[src/rtl/pscfg_pkg.sv]
package pscfg_pkg;

  typedef enum logic [2:0] {
    S_IDLE, S_PULSE, S_RELWAIT, S_POLL, S_LOAD, S_CHECK, S_TRAIL
  } state_e;

  typedef enum logic [1:0] {
    ERR_NOSTATUS = 2'd0,
    ERR_TIMEOUT  = 2'd1,
    ERR_CRC      = 2'd2,
    ERR_NODONE   = 2'd3
  } err_e;

  // microseconds to system clock cycles
  function automatic int unsigned us_to_cyc(input int unsigned mhz, input int unsigned us);
    return mhz * us;
  endfunction

  function automatic int unsigned max3(input int unsigned a, input int unsigned b,
                                       input int unsigned c);
    int unsigned m;
    m = (a > b) ? a : b;
    return (m > c) ? m : c;
  endfunction

  function automatic int unsigned max2(input int unsigned a, input int unsigned b);
    return (a > b) ? a : b;
  endfunction

endpackage

[src/rtl/pscfg_sync.sv]
module pscfg_sync #(
  parameter int unsigned W = 2,
  parameter logic [W-1:0] RST = '0
) (
  input  logic         clk,
  input  logic         rst_n,
  input  logic [W-1:0] d_i,
  output logic [W-1:0] q_o
);

  for (genvar g = 0; g < W; g++) begin : g_bit
    logic meta_q, hold_q;
    always_ff @(posedge clk or negedge rst_n) begin
      if (!rst_n) begin
        meta_q <= RST[g];
        hold_q <= RST[g];
      end else begin
        meta_q <= d_i[g];
        hold_q <= meta_q;
      end
    end
    assign q_o[g] = hold_q;
  end

endmodule

[src/rtl/pscfg_timer.sv]
module pscfg_timer #(
  parameter int unsigned W = 16
) (
  input  logic         clk,
  input  logic         rst_n,
  input  logic         load_i,
  input  logic [W-1:0] val_i,
  output logic         zero_o
);

  logic [W-1:0] cnt_q;

  always_ff @(posedge clk or negedge rst_n) begin
    if (!rst_n)              cnt_q <= '0;
    else if (load_i)         cnt_q <= val_i;
    else if (cnt_q != '0)    cnt_q <= cnt_q - 1'b1;
  end

  assign zero_o = (cnt_q == '0);

  // intervals shrink by one per cycle, so a timeout cannot come early
  a_r3_count_down: assert property (@(posedge clk) disable iff (!rst_n)
    (!load_i && cnt_q != '0) |=> (cnt_q == $past(cnt_q) - 1'b1));

endmodule

[src/rtl/pscfg_shifter.sv]
module pscfg_shifter #(
  parameter int unsigned DIV  = 3,
  parameter int unsigned NB_W = 4
) (
  input  logic            clk,
  input  logic            rst_n,
  input  logic            clear_i,
  input  logic            load_i,
  input  logic [7:0]      pat_i,
  input  logic [NB_W-1:0] nbits_i,
  input  logic            use_data_i,
  output logic            dclk_o,
  output logic            data0_o,
  output logic            busy_o,
  output logic            done_o
);

  localparam int unsigned PH_W = $clog2(2 * DIV);
  localparam logic [PH_W-1:0] PH_RISE = PH_W'(DIV - 1);
  localparam logic [PH_W-1:0] PH_LAST = PH_W'(2 * DIV - 1);

  logic            active_q, keep_q, dclk_q, data_q;
  logic [PH_W-1:0] ph_q;
  logic [NB_W-1:0] left_q;
  logic [7:0]      sh_q;

  always_ff @(posedge clk or negedge rst_n) begin
    if (!rst_n) begin
      active_q <= 1'b0; keep_q <= 1'b0; dclk_q <= 1'b0; data_q <= 1'b0;
      ph_q <= '0; left_q <= '0; sh_q <= '0;
    end else if (clear_i) begin
      active_q <= 1'b0; keep_q <= 1'b0; dclk_q <= 1'b0; data_q <= 1'b0;
      ph_q <= '0; left_q <= '0; sh_q <= '0;
    end else if (load_i) begin
      active_q <= 1'b1;
      keep_q   <= use_data_i;
      sh_q     <= pat_i;
      left_q   <= nbits_i;
      ph_q     <= '0;
      dclk_q   <= 1'b0;
      if (!use_data_i) data_q <= 1'b0;
    end else if (active_q) begin
      ph_q <= ph_q + 1'b1;
      // clock went low on the previous edge; present the bit one cycle later
      if (ph_q == '0 && keep_q) data_q <= sh_q[0];
      if (ph_q == PH_RISE) dclk_q <= 1'b1;
      if (ph_q == PH_LAST) begin
        dclk_q <= 1'b0;
        ph_q   <= '0;
        sh_q   <= {1'b0, sh_q[7:1]};
        left_q <= left_q - 1'b1;
        if (left_q == NB_W'(1)) active_q <= 1'b0;
      end
    end
  end

  assign dclk_o  = dclk_q;
  assign data0_o = data_q;
  assign busy_o  = active_q;
  assign done_o  = active_q && (ph_q == PH_LAST) && (left_q == NB_W'(1));

  // data is settled before the rising edge latches it
  a_r5_data_stable_on_rise: assert property (@(posedge clk) disable iff (!rst_n)
    $rose(dclk_o) |-> $stable(data0_o));
  // data never moves in the cycle the clock falls
  a_r5_no_change_on_fall: assert property (@(posedge clk) disable iff (!rst_n)
    $fell(dclk_o) |-> $stable(data0_o));

endmodule

[src/rtl/pscfg_master.sv]
module pscfg_master
  import pscfg_pkg::*;
#(
  parameter int unsigned CLK_MHZ    = 250,
  parameter int unsigned PULSE_US   = 2,
  parameter int unsigned RELEASE_US = 2,
  parameter int unsigned TIMEOUT_US = 100000,
  parameter int unsigned DCLK_DIV   = 3,
  parameter int unsigned TRAIL_CLKS = 12,
  parameter int unsigned BYTES_W    = 24
) (
  input  logic               clk,
  input  logic               rst_n,
  input  logic               start_i,
  input  logic [BYTES_W-1:0] nbytes_i,
  input  logic               in_valid_i,
  input  logic [7:0]         in_data_i,
  output logic               in_ready_o,
  output logic               nconfig_o,
  output logic               dclk_o,
  output logic               data0_o,
  input  logic               nstatus_i,
  input  logic               conf_done_i,
  output logic               busy_o,
  output logic               ok_o,
  output logic               err_o,
  output logic [1:0]         err_code_o
);

  localparam int unsigned PULSE_CYC  = us_to_cyc(CLK_MHZ, PULSE_US);
  localparam int unsigned REL_CYC    = us_to_cyc(CLK_MHZ, RELEASE_US);
  localparam int unsigned TOUT_CYC   = us_to_cyc(CLK_MHZ, TIMEOUT_US);
  localparam int unsigned SETTLE_CYC = 3;  // covers the two synchronizer flops
  localparam int unsigned TW   = $clog2(max3(PULSE_CYC, REL_CYC, TOUT_CYC) + 1);
  localparam int unsigned NB_W = $clog2(max2(8, TRAIL_CLKS) + 1);

  // named internal events
  logic             ns_s, cd_s, crc_hit, accept, abort, finish;
  logic             tmr_load, tmr_zero;
  logic [TW-1:0]    tmr_val;
  logic             sh_load, sh_use, sh_busy, sh_done;
  logic [7:0]       sh_pat;
  logic [NB_W-1:0]  sh_nbits;
  logic [1:0]       pins_s;

  state_e           st_q, st_n;
  err_e             code_q, code_n;
  logic [BYTES_W-1:0] left_q;
  logic             ok_q, err_q;

  pscfg_sync #(.W(2), .RST(2'b01)) u_sync (
    .clk(clk), .rst_n(rst_n), .d_i({conf_done_i, nstatus_i}), .q_o(pins_s)
  );
  assign ns_s = pins_s[0];
  assign cd_s = pins_s[1];

  pscfg_timer #(.W(TW)) u_timer (
    .clk(clk), .rst_n(rst_n), .load_i(tmr_load), .val_i(tmr_val), .zero_o(tmr_zero)
  );

  pscfg_shifter #(.DIV(DCLK_DIV), .NB_W(NB_W)) u_shift (
    .clk(clk), .rst_n(rst_n), .clear_i(abort), .load_i(sh_load), .pat_i(sh_pat),
    .nbits_i(sh_nbits), .use_data_i(sh_use), .dclk_o(dclk_o), .data0_o(data0_o),
    .busy_o(sh_busy), .done_o(sh_done)
  );

  assign crc_hit    = !ns_s && !cd_s;
  assign in_ready_o = (st_q == S_LOAD) && !sh_busy && (left_q != '0) && !crc_hit;
  assign accept     = in_valid_i && in_ready_o;

  always_comb begin
    st_n = st_q; code_n = code_q; abort = 1'b0; finish = 1'b0;
    tmr_load = 1'b0; tmr_val = '0;
    sh_load = 1'b0; sh_pat = in_data_i; sh_nbits = NB_W'(8); sh_use = 1'b1;
    unique case (st_q)
      S_IDLE: if (start_i) begin
        st_n = S_PULSE; tmr_load = 1'b1; tmr_val = TW'(PULSE_CYC);
      end
      S_PULSE: if (tmr_zero) begin
        if (ns_s) begin abort = 1'b1; code_n = ERR_NOSTATUS; end
        else begin st_n = S_RELWAIT; tmr_load = 1'b1; tmr_val = TW'(REL_CYC); end
      end
      S_RELWAIT: if (tmr_zero) begin
        st_n = S_POLL; tmr_load = 1'b1; tmr_val = TW'(TOUT_CYC);
      end
      S_POLL: begin
        if (ns_s) st_n = S_LOAD;
        else if (tmr_zero) begin abort = 1'b1; code_n = ERR_TIMEOUT; end
      end
      S_LOAD: begin
        if (crc_hit) begin abort = 1'b1; code_n = ERR_CRC; end
        else if (accept) sh_load = 1'b1;
        else if (left_q == '0 && !sh_busy) begin
          st_n = S_CHECK; tmr_load = 1'b1; tmr_val = TW'(SETTLE_CYC);
        end
      end
      S_CHECK: if (tmr_zero) begin
        if (cd_s) begin
          st_n = S_TRAIL; sh_load = 1'b1; sh_use = 1'b0;
          sh_pat = '0; sh_nbits = NB_W'(TRAIL_CLKS);
        end else begin abort = 1'b1; code_n = ERR_NODONE; end
      end
      S_TRAIL: if (sh_done) begin st_n = S_IDLE; finish = 1'b1; end
      default: st_n = S_IDLE;
    endcase
    if (abort) st_n = S_IDLE;
  end

  always_ff @(posedge clk or negedge rst_n) begin
    if (!rst_n) begin
      st_q <= S_IDLE; left_q <= '0; ok_q <= 1'b0; err_q <= 1'b0; code_q <= ERR_NOSTATUS;
    end else begin
      st_q <= st_n;
      if (st_q == S_IDLE && start_i) begin
        left_q <= nbytes_i; ok_q <= 1'b0; err_q <= 1'b0;
      end
      if (accept) left_q <= left_q - 1'b1;
      if (abort) begin err_q <= 1'b1; code_q <= code_n; end
      if (finish) ok_q <= 1'b1;
    end
  end

  assign nconfig_o  = (st_q != S_PULSE);
  assign busy_o     = (st_q != S_IDLE);
  assign ok_o       = ok_q;
  assign err_o      = err_q;
  assign err_code_o = code_q;

  // the request pulse lasts more than a single cycle
  a_r1_pulse_held: assert property (@(posedge clk) disable iff (!rst_n)
    $fell(nconfig_o) |=> !nconfig_o);
  // no serial clock before the device has released its status line
  a_r2_quiet_before_load: assert property (@(posedge clk) disable iff (!rst_n)
    (st_q inside {S_PULSE, S_RELWAIT, S_POLL}) |-> !dclk_o);
  // success and failure never reported together
  a_r9_flags_exclusive: assert property (@(posedge clk) disable iff (!rst_n)
    !(ok_o && err_o));
  // pins are idle in the cycle the error appears
  a_r11_abort_idle: assert property (@(posedge clk) disable iff (!rst_n)
    $rose(err_o) |-> (nconfig_o && !dclk_o && !data0_o && !busy_o));
  // a byte is only taken while the serializer is quiet
  a_r12_ready_quiet: assert property (@(posedge clk) disable iff (!rst_n)
    in_ready_o |-> (!dclk_o && busy_o && nconfig_o));

endmodule

[config.mk]
export PLATFORM = sky130hd
export DESIGN_NAME = pscfg_master
export DESIGN_NICKNAME = d
export VERILOG_FILES = /design/src/rtl/pscfg_pkg.sv /design/src/rtl/pscfg_sync.sv /design/src/rtl/pscfg_timer.sv /design/src/rtl/pscfg_shifter.sv /design/src/rtl/pscfg_master.sv
export SDC_FILE = /design/constraint.sdc
export NUM_CORES = 1
export LEC_CHECK = 0
export ABC_CLOCK_PERIOD_IN_PS = 2850
export BUFFER_PORTS_ARGS = -buffer_cell sky130_fd_sc_hd__buf_4
export CORE_MARGIN = 1.5
export CORE_UTILIZATION = 40
export DETAILED_ROUTE_END_ITERATION = 10
export GPL_TIMING_DRIVEN = 0
export PLACE_DENSITY_LB_ADDON = 0.15
export SKIP_CTS_REPAIR_TIMING = 1
export SLEW_MARGIN = 10
export SYNTH_ARGS = -nofsm -noshare
export SYNTH_HDL_FRONTEND = slang
export SYNTH_SLANG_ARGS = --single-unit
export TNS_END_PERCENT = 20
[constraint.sdc]
create_clock -name clk -period 2.85 [get_ports clk]
set_input_delay 0.4275 -clock clk [delete_from_list [all_inputs] [get_ports clk]]
set_output_delay 0.4275 -clock clk [all_outputs]
set_load 0.02 [all_outputs]
==> results by group, run 1 <==
Synth
  • Synth warn: 0
  • Net count after synthesis: 506
  • Sequential area share after synthesis: 45.7%
  • EDFF count, synth: 0
  • Most common cell in the netlist: dfrtp_1
  • Register bit total from synthesis: 79
  • Area contributors post-synth: dfrtp_1, nor2_1, nand2_1
  • Simple-gate share of the synthesized area: 23.4%
  • Post-synth top area cell: dfrtp_1
  • Synth Flop Type: dfrtp_1
  • Syn avg cell area: 9.35 sq um
  • Post-synthesis compound-gate area fraction: 17.9%
  • Netlist cell types: 62
  • Largest family of logic cells by synthesized area: simple AND/OR/NAND/NOR gates
  • Synth Area in Adders: 1.45%
  • Post-synth top cells: dfrtp_1, nor2_1, nand2_1, o21ai_0, nor4_1
  • Synthesized cell area: 4330 sq um
  • Mux contribution to synthesized area: 2.80%
  • Top-area cell type share of the netlist area: 44.5%
  • Cell count after synthesis: 463
  • Ys async rst share: 100%
  • Xor/xnor share of the synthesized area: 5.46%

Hold path
  • Hold path start: nstatus_i
  • Hold Crit Class: in2reg

Floorplan
  • Initial Utilization: 41.6%
  • # rows: 37
  • Core Area: 10400 sq um
  • Die width: 107 um
  • Top Ports: 47
  • Die ar.: 11500 sq um
  • DIE HEIGHT: 107 um

Timing
  • Worst setup margin: 0.154 ns
  • Fin. Hold Viols: 0
  • Minimum period implied by the final worst setup slack: 2.70 ns
  • Max-slew violations: 0
  • Fin crit share: 94.6%
  • Least-Margin Pin Slew: 1.03 ns
  • RSZ-0062 raised after global routing: false
  • Fin Setup TNS: 0 ns
  • Max Fclk: 0.371 GHz
  • Relative slew slack: 31.4%
  • Clock skew: 0.0155 ns
  • Final setup vio count: 0

CTS
  • Clk Latency, worst-skew pair: 0.36 ns
  • Root Buffer: clkbuf_8
  • CTS H-Tree Depth: 3
  • Clock Tree Buf Depth: 2
  • Cts bufs inserted: 9
  • Clock sink total: 79
  • Worst-path clk slew: 0.09 ns
  • CTS tree: done

Global routing
  • Initial antenna violation count: 0
  • Grt ovf: 0
  • Global-route wire length before repair: 18.7 mm
  • Vias in the first global route: 3671
  • Pin count of the biggest net entering global routing: 80
  • Total GRT Usage: 20.6%

Drt
  • Post-DRT Antenna Nets: 0
  • Vias: 3676
  • Post-route DRC: 0
  • Drt first pass iters: 4
  • Starting DRC count in detailed routing: 141
  • Vias per inst: 5.55
  • Post-Route WL: 10.8 mm
  • Wire per inst: 16.4 um

Worst setup path
  • Critical Path Fanout Max: 8
  • CP startpoint: u_timer.cnt_q[19]$_DFFE_PN0P_
  • Max stage delay on crit path: 0.57 ns
  • Buffers & Inverters on Critical Path: 1
  • RR Startpoint: u_timer.cnt_q[19]$_DFFE_PN0P_
  • Critical path's slowest cell: or4_4
  • Critical Path Start Type: flip-flop
  • CP endpoint kind: flip-flop
  • Crit-path most repeated cell: or4_4
  • Cells along the critical path: or4_4, or4_4, or2_0, buf_2, o32ai_4, o31ai_1
  • Crit path max-delay family: simple AND/OR/NAND/NOR gates
  • WS Path Type: reg2reg
  • CP Data Required Time: 3.07 ns
  • Critical path data arrival time: 2.92 ns

Power
  • Comb power frac: 38.1%
  • NetSw: 1.82 mW
  • P_leak: 2.16 nW
  • Peak supply drop: 0.411 mV
  • P_int: 2.72 mW
  • Sw frac: 40.1%
  • Power density cells: 887 nW/um^2
  • Tot Pwr: 4.54 mW
  • Clk pwr share: 20.8%
  • Sequential Power Share: 41.1%

Layout
  • NumNets Final: 564
  • Share of cells above drive strength 1: 17.1%
  • Number of diodes: 0
  • Fin area: 5110 sq um
  • P&R area growth vs syn: 18.2%

Run status
  • Status: finished clean

Place
  • Cell area after placement: 4840 sq um
  • Buffers on Ports: 46
  • DP Worst Slack: -0.0804 ns
  • Final RePlAce weighted congestion: 0.817
  • Post-DP HPWL: 7.54 mm

Flow run
  • Max-cap violations: 0
==> routing by layer <==
layer | vias to the layer above | GRT usage [%] | share of wire (%)
met5 | - | 0 | 0
met4 | 0 | 5.24 | 0.53
met3 | 4 | 4.07 | 3.3
met2 | 67 | 32.5 | 47
met1 | 1784 | 29.1 | 49
li1 | 1821 | - | -
==> cells in the final DEF (no fill, tap or decap), types with 4 or more instances in the layout <==
cell	count
a21o_1	4
mux2i_1	11
ha_1	5
xor2_1	10
nor3_1	13
clkbuf_8	10
nor2b_1	4
o311ai_0	7
or4_1	9
nor4_1	21
o31ai_1	8
or3_1	9
xnor2_1	17
nand2_1	43
clkbuf_1	12
buf_4	47
inv_1	15
o21ai_0	32
a21oi_1	17
nor2_1	46
a311oi_1	5
nand2b_1	4
o211ai_1	6
nand3_1	13
and2_1	4
dfrtp_1	77
buf_2	5
a211oi_1	6
==> power groups by stage <==
stage               Combinational, mW  Clock [mW]  Sequential, mW
floorplan                        1.22           0            1.81
global placement                 1.68           0            1.86
detailed placement               1.72           0            1.86
CTS                              1.73       0.972            1.85
global route                     1.97        1.01            1.93
finish                           1.73       0.942            1.86
==> per-stage QoR <==
| stage | utilization [%] | std cells | hold slack, ns |
|---|---|---|---|
| after floorplan | - | 463 | 0.132 |
| after global placement | 46.5 | 645 | 0.335 |
| after detailed placement | 46.5 | 645 | 0.335 |
| after CTS | 48.6 | 661 | 0.171 |
| after global routing | 49.1 | 662 | 0.170 |
| final | 49.1 | 662 | 0.187 |
==> registers in the layout, indices dropped and copies added, names as in the netlist, 2 cells and up <==
register	flops
st_q	3
u_sync.g_bit.hold_q	2
err_code_o	2
u_shift.left_q	4
u_shift.ph_q	3
u_timer.cnt_q	25
u_sync.g_bit.meta_q	2
left_q	24
u_shift.sh_q	8
==> cell type report <==
| cell class | count | area, sq um |
|---|---|---|
| Clock inverter | 6 | 83.8 |
| Sequential cell | 79 | 1980 |
| Timing Repair Buffer | 47 | 353 |
| Tap cell | 136 | 170 |
| Clock buffer | 10 | 138 |
| Fill cell | 1025 | 5300 |
| Multi-Input combinational cell | 349 | 2240 |
| Buffer | 20 | 90.1 |
| Inverter | 15 | 56.3 |
==> cell families (layout without fill, tap and decap cells) <==
logic type / after synthesis / in the layout
muxes: 12 / 12
xor gates and xnor gates: 27 / 27
DFF: 79 / 79
buffers and inverters: 35 / 98
adders and majority gates: 5 / 5
and+or+nand+nor: 194 / 194
AOI/OAI and AO/OA: 111 / 111
==> worst paths after layout <==
kind / end / slack, ns / cells after the start
hold / removal: u_sync.g_bit[0].meta_q$_DFF_PN1_ / 0.19 / 1
setup reg to reg: u_shift.sh_q[6]$_DFFE_PN0P_ / 0.15 / 6
max in group asynchronous: u_shift.sh_q[7]$_DFFE_PN0P_ / 1.94 / 1
min in group asynchronous: u_timer.cnt_q[15]$_DFFE_PN0P_ / 0.23 / 1
hold reg to reg: u_sync.g_bit[1].hold_q$_DFF_PN0_ / 0.35 / 0
setup / recovery: u_shift.sh_q[6]$_DFFE_PN0P_ / 0.15 / 6
Power figures use the tool's default switching activity.
==> run 2: changes to the inputs <==
Settings changed: CELL_PAD_IN_SITES_DETAIL_PLACEMENT from default to 0, CELL_PAD_IN_SITES_GLOBAL_PLACEMENT from default to 1, CORE_UTILIZATION 40 to 45, SLEW_MARGIN 10 to 25.
==> results by group, run 2 (same netlist as run 1, synthesis figures left out) <==
Power
  • Tot Pwr: 4.54 mW (about the same)
  • Peak supply drop: 0.459 mV (+12%)
  • Power density cells: 888 nW/um^2 (+0.20%)
  • P_leak: 2.15 nW (-0.27%)

Drt
  • Wire per inst: 16.4 um (about the same)
  • Drt first pass iters: 4 (unchanged)
  • Post-DRT Antenna Nets: 0 (unchanged)
  • Vias: 3722 (+1.3%)
  • Post-route DRC: 0 (unchanged)
  • Starting DRC count in detailed routing: 145 (+2.8%)
  • Vias per inst: 5.67 (+2.2%)
  • Post-Route WL: 10.7 mm (-0.90%)

Timing
  • Worst setup margin: 0.114 ns (-0.0407 ns)
  • Max-slew violations: 0 (unchanged)
  • Max Fclk: 0.365 GHz (-1.5%)
  • Minimum period implied by the final worst setup slack: 2.74 ns (+0.0407 ns)
  • Least-Margin Pin Slew: 0.738 ns (-0.291 ns)
  • RSZ-0062 raised after global routing: true
  • Fin crit share: 96.0% (+1.4 points)
  • Clock skew: 0.0136 ns (-0.00195 ns)
  • Fin. Hold Viols: 0 (unchanged)
  • Final hold slack: 0.0947 ns (-0.0926 ns)
  • Relative slew slack: 50.4% (+19 points)
  • Final setup vio count: 0 (unchanged)

Global routing
  • Grt ovf: 0 (unchanged)
  • Initial antenna violation count: 0 (unchanged)
  • Pin count of the biggest net entering global routing: 80 (unchanged)
  • Vias in the first global route: 3709 (+1.0%)
  • Global-route wire length before repair: 18.5 mm (-1.4%)
  • Total GRT Usage: 23.3% (+2.7 points)

Floorplan
  • Top Ports: 47 (unchanged)
  • # rows: 35 (-5.4%)
  • Die width: 101 um (-5.6%)
  • Die ar.: 10200 sq um (-11%)
  • DIE HEIGHT: 101 um (-5.6%)
  • Initial Utilization: 46.6% (+5.1 points)
  • Core Area: 9280 sq um (-11%)

Layout
  • Max FFs per register: 25 (unchanged)
  • Most frequent cells in the layout: dfrtp_1, nor2_1, buf_4, nand2_1, o21ai_0
  • Most common cell after layout, fill and taps aside: dfrtp_1
  • P&R area growth vs syn: 18.0%
  • Number of diodes: 0 (unchanged)
  • Share of cells above drive strength 1: 16.9% (-0.22 points)
  • Largest Register: u_timer.cnt_q
  • Largest regs: u_timer.cnt_q: 25 flops, left_q: 24 flops, u_shift.sh_q: 8 flops
  • NumNets Final: 565 (+0.18%)

CTS
  • Clock sink total: 79 (unchanged)
  • Worst-path clk slew: 0.08 ns (about the same)
  • Root Buffer: clkbuf_8
  • CTS H-Tree Depth: 3 (unchanged)
  • Clock Tree Buf Depth: 2 (unchanged)
  • CTS tree: done
  • Cts bufs inserted: 9 (unchanged)
  • Clk Latency, worst-skew pair: 0.36 ns (about the same)

Worst setup path
  • Cells along the critical path: or3_1, nor4b_4, buf_4, a311o_1, buf_2, buf_2, nor2_1, a221o_1
  • Critical path's slowest cell: or3_1
  • Critical Path Fanout Max: 10 (+2)
  • WS Path Type: reg2reg
  • FF-to-FF path depth: 8 (+2)
  • Critical Path Start Type: flip-flop
  • Max stage delay on crit path: 0.51 ns (-0.06 ns)
  • CP Data Required Time: 3.10 ns (+0.03 ns)
  • Crit-path most repeated cell: buf_2
  • Critical path data arrival time: 2.98 ns (+0.06 ns)
  • CP startpoint: left_q[6]$_DFFE_PN0P_
  • RR Startpoint: left_q[6]$_DFFE_PN0P_
  • CP endpoint kind: flip-flop

Flow run
  • Max-cap violations: 0 (unchanged)

Run status
  • Status: finished clean

Place
  • Post-DP HPWL: 7.53 mm (-0.21%)
  • DP Worst Slack: -0.100 ns (-0.0201 ns)
  • Buffers on Ports: 46 (unchanged)
  • Final RePlAce weighted congestion: 0.889 (+8.8%)

Hold path
  • Hold Crit Class: in2async
[run 2: cell count changes in the layout (fill, tap and decap cells not counted), sizes merged]
cell      delta
buf          +3
clkinv       -2
clkbuf       -1
clkinvlp     +1
[run 2: per-stage QoR]
step | std cells | cell area, sq um | TNS [ns] | utilization, %
final | 656 | 5110 | 0 | 55.0
after global routing | 656 | 5110 | -0.0271 | 55.0
after CTS | 654 | 5060 | -0.391 | 54.5
after detailed placement | 638 | 4840 | -0.225 | 52.1
after global placement | 638 | 4840 | -0.463 | 52.1
after floorplan | 463 | 4330 | 0 | -
[run 2: worst paths after layout]
| kind | slack, ns | end |
|---|---|---|
| max in group asynchronous | 2.23 | left_q[1]$_DFFE_PN0P_ |
| min in group clk | 0.17 | u_sync.g_bit[0].meta_q$_DFF_PN1_ |
| setup / recovery | 0.11 | left_q[3]$_DFFE_PN0P_ |
| hold reg to reg | 0.36 | u_sync.g_bit[0].hold_q$_DFF_PN1_ |
| hold / removal | 0.09 | u_timer.cnt_q[19]$_DFFE_PN0P_ |
| setup reg to reg | 0.11 | left_q[3]$_DFFE_PN0P_ |
[run 2: final cells by class]
class | count | area [sq um]
inverter | 15 | 56.3
sequential | 79 | 1980
clock buffer | 11 | 141
timing repair buffer | 48 | 364
multi-input combinational | 349 | 2240
tap | 129 | 161
clock inverter | 5 | 81.3
fill | 893 | 4180
buffer | 20 | 85.1
[run 2: per-layer routing]
layer,GRT usage (%),routed length (um),vias to the layer above
met3,5.27,466,10
met1,32.6,5090,1807
met2,36.4,5070,80
met4,6.41,112,0
met5,0,0,-
li1,-,-,1825
[run 2: critical path: cells and delay by family, from the launching register on]
| family | cells | cell delay, ns |
|---|---|---|
| DFF | 1 | 0.43 |
| AOI/OAI and AO/OA | 2 | 0.57 |
| and+or+nand+nor | 3 | 0.88 |
| buffers and inverters | 3 | 0.74 |
[run 2: power by group]
group	total, mW	internal [mW]	switching, mW
sequential	1.87	1.50	0.367
combinational	1.73	0.703	1.02
clock	0.944	0.518	0.426
